### src/rtl/fsu_pkg.sv
package fsu_pkg;
    localparam int REG_W     = 16;
    localparam int OP_W      = 3;
    localparam int MERR_BIT  = 14;
    localparam int PTX_BIT   = 9;

    typedef logic [REG_W-1:0] word_t;

    // Bits that exist in the fault word
    localparam word_t IMPL_MASK  = 16'hFFF0;
    // Bits software may not touch (channel parity x2, parallel transfer)
    localparam word_t GUARD_MASK = 16'h1A00;
    localparam word_t SW_MASK    = IMPL_MASK & ~GUARD_MASK;
    localparam word_t PEND_KEEP  = ~(word_t'(1) << MERR_BIT);

    typedef enum logic [OP_W-1:0] {
        OP_NOP  = 3'd0,
        OP_FRD  = 3'd1,
        OP_FLD  = 3'd2,
        OP_FCLR = 3'd3,
        OP_PRD  = 3'd4,
        OP_PSET = 3'd5,
        OP_PCLR = 3'd6,
        OP_RSV  = 3'd7
    } op_e;

    typedef struct packed {
        logic  f_rd;
        logic  f_ld;
        logic  f_clr;
        logic  p_rd;
        logic  p_set;
        logic  p_clr;
        word_t data;
    } strobe_t;

    function automatic word_t sw_merge(word_t old_v, word_t new_v);
        return (old_v & ~SW_MASK) | (new_v & SW_MASK);
    endfunction
endpackage

### src/rtl/fsu_cmd_decode.sv
module fsu_cmd_decode
    import fsu_pkg::*;
(
    input  logic            clk,
    input  logic            rst,
    input  logic            cmd_valid,
    input  logic [OP_W-1:0] cmd_op,
    input  word_t           cmd_data,
    output strobe_t         stb
);
    always_comb begin
        stb      = '0;
        stb.data = cmd_data;
        if (cmd_valid) begin
            case (op_e'(cmd_op))
                OP_FRD:  stb.f_rd  = 1'b1;
                OP_FLD:  stb.f_ld  = 1'b1;
                OP_FCLR: stb.f_clr = 1'b1;
                OP_PRD:  stb.p_rd  = 1'b1;
                OP_PSET: stb.p_set = 1'b1;
                OP_PCLR: stb.p_clr = 1'b1;
                default: ;
            endcase
        end
    end


    single_strobe_chk: assert property (@(posedge clk) disable iff (rst)
        $onehot0({stb.f_rd, stb.f_ld, stb.f_clr, stb.p_rd, stb.p_set, stb.p_clr}));
endmodule

### src/rtl/fsu_fault_word.sv
module fsu_fault_word
    import fsu_pkg::*;
(
    input  logic    clk,
    input  logic    rst,
    input  strobe_t stb,
    input  word_t   evt,
    input  logic    ptx_err,
    output word_t   fault_q
);
    word_t base_v, hw_v, fault_d;

    always_comb begin
        base_v = fault_q;
        if (stb.f_ld)
            base_v = sw_merge(fault_q, stb.data);
        else if (stb.f_clr)
            base_v = fault_q & ~(stb.data & SW_MASK);
        hw_v    = evt | (word_t'(ptx_err) << PTX_BIT);
        fault_d = (base_v | hw_v) & IMPL_MASK;
    end

    always_ff @(posedge clk) begin
        if (rst) fault_q <= '0;
        else     fault_q <= fault_d;
    end


    unused_low_zero_chk: assert property (@(posedge clk) disable iff (rst)
        fault_q[3:0] == 4'b0);

    event_sets_bit_chk: assert property (@(posedge clk) disable iff (rst)
        (|(evt & IMPL_MASK)) |=> ((fault_q & $past(evt & IMPL_MASK)) == $past(evt & IMPL_MASK)));

    guarded_hold_chk: assert property (@(posedge clk) disable iff (rst)
        ((evt & GUARD_MASK) == '0 && !ptx_err) |=> ((fault_q & GUARD_MASK) == $past(fault_q & GUARD_MASK)));
endmodule

### src/rtl/fsu_pend_word.sv
module fsu_pend_word
    import fsu_pkg::*;
(
    input  logic    clk,
    input  logic    rst,
    input  strobe_t stb,
    input  word_t   req,
    input  logic    fault_any,
    output word_t   pend_q
);
    word_t pend_s, pend_d, clr_v, set_v;

    always_comb begin
        clr_v  = stb.p_clr ? stb.data : '0;
        set_v  = stb.p_set ? stb.data : '0;
        pend_d = ((pend_s & ~clr_v) | set_v | req) & PEND_KEEP;
    end

    always_ff @(posedge clk) begin
        if (rst) pend_s <= '0;
        else     pend_s <= pend_d;
    end

    assign pend_q = pend_s | (word_t'(fault_any) << MERR_BIT);


    req_wins_chk: assert property (@(posedge clk) disable iff (rst)
        (|(req & PEND_KEEP)) |=> ((pend_q & $past(req & PEND_KEEP)) == $past(req & PEND_KEEP)));
endmodule

### src/rtl/fault_status_unit.sv
module fault_status_unit
    import fsu_pkg::*;
(
    input  logic        clk,
    input  logic        rst,
    input  logic        cmd_valid,
    input  logic [2:0]  cmd_op,
    input  logic [15:0] cmd_data,
    input  logic [15:0] flt_evt,
    input  logic        ptx_err_in,
    input  logic [15:0] irq_req,
    output logic [15:0] rd_data,
    output logic        rd_valid,
    output logic [15:0] fault_reg,
    output logic [15:0] pend_reg,
    output logic        mach_err
);
    strobe_t stb;
    word_t   fault_w, pend_w;

    fsu_cmd_decode u_dec (
        .clk(clk), .rst(rst), .cmd_valid(cmd_valid),
        .cmd_op(cmd_op), .cmd_data(cmd_data), .stb(stb)
    );

    fsu_fault_word u_flt (
        .clk(clk), .rst(rst), .stb(stb), .evt(flt_evt),
        .ptx_err(ptx_err_in), .fault_q(fault_w)
    );

    fsu_pend_word u_pnd (
        .clk(clk), .rst(rst), .stb(stb), .req(irq_req),
        .fault_any(|fault_w), .pend_q(pend_w)
    );

    always_ff @(posedge clk) begin
        if (rst) begin
            rd_data  <= '0;
            rd_valid <= 1'b0;
        end else begin
            rd_valid <= stb.f_rd | stb.p_rd;
            rd_data  <= stb.f_rd ? fault_w : (stb.p_rd ? pend_w : '0);
        end
    end

    assign fault_reg = fault_w;
    assign pend_reg  = pend_w;
    assign mach_err  = pend_w[MERR_BIT];


    merr_tracks_chk: assert property (@(posedge clk) disable iff (rst)
        (fault_reg != '0) |-> mach_err);

    read_valid_chk: assert property (@(posedge clk) disable iff (rst)
        (cmd_valid && (cmd_op == 3'd1 || cmd_op == 3'd4)) |=> rd_valid);

    no_read_chk: assert property (@(posedge clk) disable iff (rst)
        !(cmd_valid && (cmd_op == 3'd1 || cmd_op == 3'd4)) |=> !rd_valid);
endmodule

### config.mk
export PLATFORM = sky130hd
export DESIGN_NAME = fault_status_unit
export DESIGN_NICKNAME = d
export VERILOG_FILES = /design/src/rtl/fsu_pkg.sv /design/src/rtl/fsu_cmd_decode.sv /design/src/rtl/fsu_fault_word.sv /design/src/rtl/fsu_pend_word.sv /design/src/rtl/fault_status_unit.sv
export SDC_FILE = /design/constraint.sdc
export NUM_CORES = 1
export LEC_CHECK = 0
export BUFFER_PORTS_ARGS = -buffer_cell sky130_fd_sc_hd__buf_2
export CORE_UTILIZATION = 40
export CTS_BUF_LIST = sky130_fd_sc_hd__clkbuf_4
export CTS_CLUSTER_SIZE = 30
export DETAILED_ROUTE_END_ITERATION = 7
export PLACE_DENSITY = 0.85
export SYNTH_ARGS = -nofsm -noshare
export SYNTH_HDL_FRONTEND = slang
export SYNTH_SLANG_ARGS = --single-unit
### constraint.sdc
create_clock -name clk -period 1.13 [get_ports clk]
set_clock_uncertainty 0.15 [all_clocks]
set_input_delay 0.1695 -clock clk [delete_from_list [all_inputs] [get_ports clk]]
set_output_delay 0.1695 -clock clk [all_outputs]
set_load 0.03 [all_outputs]
# Yosys cells after proc, flatten, opt, wreduce, memory -nomap -nowiden
# Index checks and enable logic that the tools add are counted.
# W data, S select, Z words.
# classes
reduce_logical,1
mux,13
bitwise,11
n_eq_ne,6
# ops
op,n
$mux W16,6
$or A16 B16 Y16,3
$and A16 B16 Y16,2
$not A16 Y16,2
$or A13 B16 Y16,1
$or A16 B10 Y16,1
$or A16 B15 Y16,1
$reduce_or A16 Y1,1
$eq A3 B3 Y1 const B,3
$eq A3 B2 Y1 const B,2
$mux W1,6
$mux W6,1
$eq A3 B1 Y1 const B,1
$or A1 B1 Y1,1
# word_totals
register_bits,49
wordCells,37

# Longest topological paths before layout
# logic_depth
depth_word,8
depth_mapped,5
depth_no_buf,3

# By module
# A second synthesis with hierarchy kept.
# hier_totals
hier_cells,228
hier_area_um2,2065.7
# by_module_without_submodules
module,area_each_um2,instances,cells_per_inst
fault_status_unit,693.2,1,80
fsu_pend_word,671.9,1,64
fsu_fault_word,510.5,1,62
fsu_cmd_decode,190.2,1,22

# Worst setup path before layout
# OpenSTA, ideal clock, no wires.
# synth_path
path_kind,register to output
from,register u_flt.fault_q[10]
to,output pend_reg[14]
path_buffers,1
path_stages_with_launch,4
slack_ns,-0.512
arrival_ns,1.323
path_cell_list,dfxtp_1 nor4_1 nand3_1 buf_4
# synth_between
elab_chain_len,2
# synth_rtl
item,line,text
from (decl),fsu_fault_word.sv:9,output word_t fault_q
from (signal assigned),fsu_fault_word.sv:25,else fault_q <= fault_d;
$reduce_or A16 Y1,fault_status_unit.sv:33,".fault_any(|fault_w), .pend_q(pend_w)"
$or A16 B15 Y16,fsu_pend_word.sv:24,assign pend_q = pend_s | (word_t'(fault_any) << MERR_BIT);
to (decl),fault_status_unit.sv:15,"output logic [15:0] pend_reg,"
# No other way between the ends.

# Worst setup path in the final report
# layout_path
from,register u_flt.fault_q[14]
to,output mach_err
# layout_between
elab_chain_len,2
# layout_rtl
item,line,text
$reduce_or A16 Y1,fault_status_unit.sv:33,
$or A16 B15 Y16,fsu_pend_word.sv:24,
to (decl),fault_status_unit.sv:16,output logic mach_err
# No other way between the ends.

==> impl_metrics.csv <==
group,metric,value,unit
outcome,status,"finished with violations",
outcome,violations,"negative setup slack",
cts,numClockSinks,44,
routing,firstDrtPassIters,4,
layout,fill_cells,223,
setup_path,worst-setup-path-type,"flip-flop to output port",
routing,drc,0,
setup_path,end_kind,"output port",
global_route,grt_pass1_vias,2146,
power,combPwrFrac,0.289,
power,p_switching,1.08,mW
cts,numCtsBuffers,5,
setup_path,critPathArrivalTime,1.38,ns
power,p_total,3.54,mW
logic_synthesis,postSynthCellCount,184,
power,p_per_area,1010,nW/um^2
logic_synthesis,postSynthAreaPerCell,9.41,sq um
layout,final_area,3510,sq um
power,worst_ir_drop_vdd,717,uV
timing,hold_viol,0,
power,intPower,2.47,mW
logic_synthesis,ys_ff_latch,44,
setup_path,crit_path_start_kind,"flip-flop",
logic_synthesis,synth_warnings,0,
global_route,grt_overflow,0,
layout,drive_gt1_frac,0.575,
routing,wl_per_cell,17.2,um
cts,cts_root_buf,"clkbuf_4",
min_path,hold_path.class,"input pin to flip-flop",
layout,syn_to_final_growth,102,%
timing,maxSlewViolCount,0,
floorplanning,die_h,67.8,um
power,p_leak,1.61,nW
cts,clock_path_buffers,2,
global_route,gr-usage-all-layers,0.315,
logic_synthesis,syn-cell-area,1730,sq um
routing,vias,2150,
layout,fin_cells,412,
timing,rsz0062_at_grt,"yes",
timing,fmax,587,MHz
logic_synthesis,synthDistinctLibCells,27,
place,place_ws,-0.168,ns
place,place_congestion,0.747,
layout,final_cell_mix,"buf_6, buf_2, dlygate4sd3_1",
timing,fin_crit_sh,1.51,
global_route,antenna_found_initial,0,
floorplanning,core-area,4090,sq um
place,hpwl,3530,um
place,port_buffers,95,
cts,cts_tree,"done",
setup_path,crit_required,0.81,ns
floorplanning,start_util,0.424,
floorplanning,num_io_pins,105,
layout,antenna-diode-count,0,
timing,min_period,1.70,ns
power,pwr-share-seq,0.487,
floorplanning,fp-row-count,23,
floorplanning,die_area,4600,sq um
power,clockPowerShare,0.224,
place,dpl_cell_area,2480,sq um
floorplanning,die_w,67.8,um
power,switching_share,0.304,
flow_run,max_cap_viol_count,0,
cts,clkLatencyLatePin,0.36,ns
layout,mostFrequentLayoutCell,"buf_6",
timing,setup_viol,45,
global_route,grt_max_degree,18,
place,place_inst,342,
routing,wirelength,7080,um
cts,h-tree-depth,2,
setup_path,worstPathMaxFanout,3,
global_route,grt_pass1_wl,10300,um
layout,nets,416,
routing,drt_iter0_drc,111,
cts,path_clk_slew,0.13,ns
logic_synthesis,ys_seq_area_frac,0.509,
timing,setup_ws,-0.574,ns
routing,via_per_inst,5.22,
routing,ant_nets,0,
## worst paths after layout
path	cells after the start	slack, ns	to	from
worst min-delay path	3	0.09	u_pnd.pend_s[15]	rst
worst max register to register	3	-0.21	rd_data[14]	u_flt.fault_q[14]
worst max-delay path	3	-0.57	mach_err	u_flt.fault_q[14]
worst min register to register	1	0.34	rd_data[0]	u_pnd.pend_s[0]
## routing by layer
layer	wire, um	up-vias	GRT usage
li1	-	1002	-
met4	153	0	0.130
met2	3880	97	0.583
met1	2720	1037	0.342
met5	0	-	0
met3	323	14	0.0659
## layout make-up
type | instances | area [sq um] | share of cell area
inverters | 16 | 60.1 | 0.0171
flip-flops and latches | 44 | 953 | 0.272
repair buffers | 182 | 1590 | 0.453
clock buffers | 7 | 52.6 | 0.0150
clock inverters | 1 | 5.00 | 0.00143
well taps | 50 | 62.6 | 0.0178
multi-input cells | 112 | 786 | 0.224
## worst max-delay path, stage by stage, from the launching register on
cell     delay (ns)
dfxtp_4        0.38
nor4_4         0.34
nand3_4        0.15
buf_6          0.17
## state kept, by name, summed over array words and instances (netlist names)
name,flops
rd_data,16
u_pnd.pend_s,15
u_flt.fault_q,12
rd_valid,1
## through the flow
step           setup TNS [ns]  hold WS [ns]   util
2_1_floorplan          -0.524         0.135      -
3_3_place_gp            -3.22         0.237  0.606
3_5_place_dp            -4.19         0.240  0.606
4_1_cts                 -4.14        0.0785  0.836
5_1_grt                 -6.09        0.0967  0.858
6_report                -4.20        0.0908  0.858
## cell usage after synthesis
master,count,area share
a21oi_2,10,0.051
nand4bb_1,1,0.0065
nand3_1,1,0.0029
dfxtp_1,44,0.51
buf_4,6,0.026
a21oi_1,38,0.11
nor4bb_1,1,0.0058
nand4b_1,2,0.010
o21ai_0,15,0.043
or2_1,1,0.0036
buf_1,1,0.0022
nor3_1,1,0.0029
nor2_1,5,0.011
and4b_1,1,0.0058
nor3_2,1,0.0058
inv_1,16,0.035
buf_2,4,0.012
nand3b_1,1,0.0043
buf_6,1,0.0065
nor4_4,1,0.012
a22o_1,12,0.061
clkbuf_1,3,0.0065
nor4_1,3,0.011
o211ai_1,9,0.039
nand2_1,1,0.0022
and2_1,4,0.014
conb_1,1,0.0022
## power groups by stage
stage	logic, mW	registers [mW]	clock network [mW]
floorplan	0.204	1.90	0
global route	1.08	1.73	0.895
CTS	0.945	1.72	0.796
detailed placement	0.665	1.73	0
finish	1.02	1.73	0.793
global placement	0.651	1.73	0
## logic make-up (layout without fill, tap and decap cells)
kind of cell    Yosys count  after routing  share of synthesized area
buf+inv                  31            206                     0.0874
flops                    44             44                      0.509
compound gates           84             84                      0.303
simple gates             24             24                     0.0983
other cells               1              4                    0.00217
## what timing repair did
item | 4_1_cts | 5_1_grt
setup endpoints to repair | 47 | 48
cloned | 0 | 0
hold endpoints to repair | 27 | 0
resized for setup | 135 | 8
pin swaps | 3 | 0
buffers inserted | 10 | 10
hold buffers | 44 | 0
No activity file was read; power rests on OpenSTA's default activity.
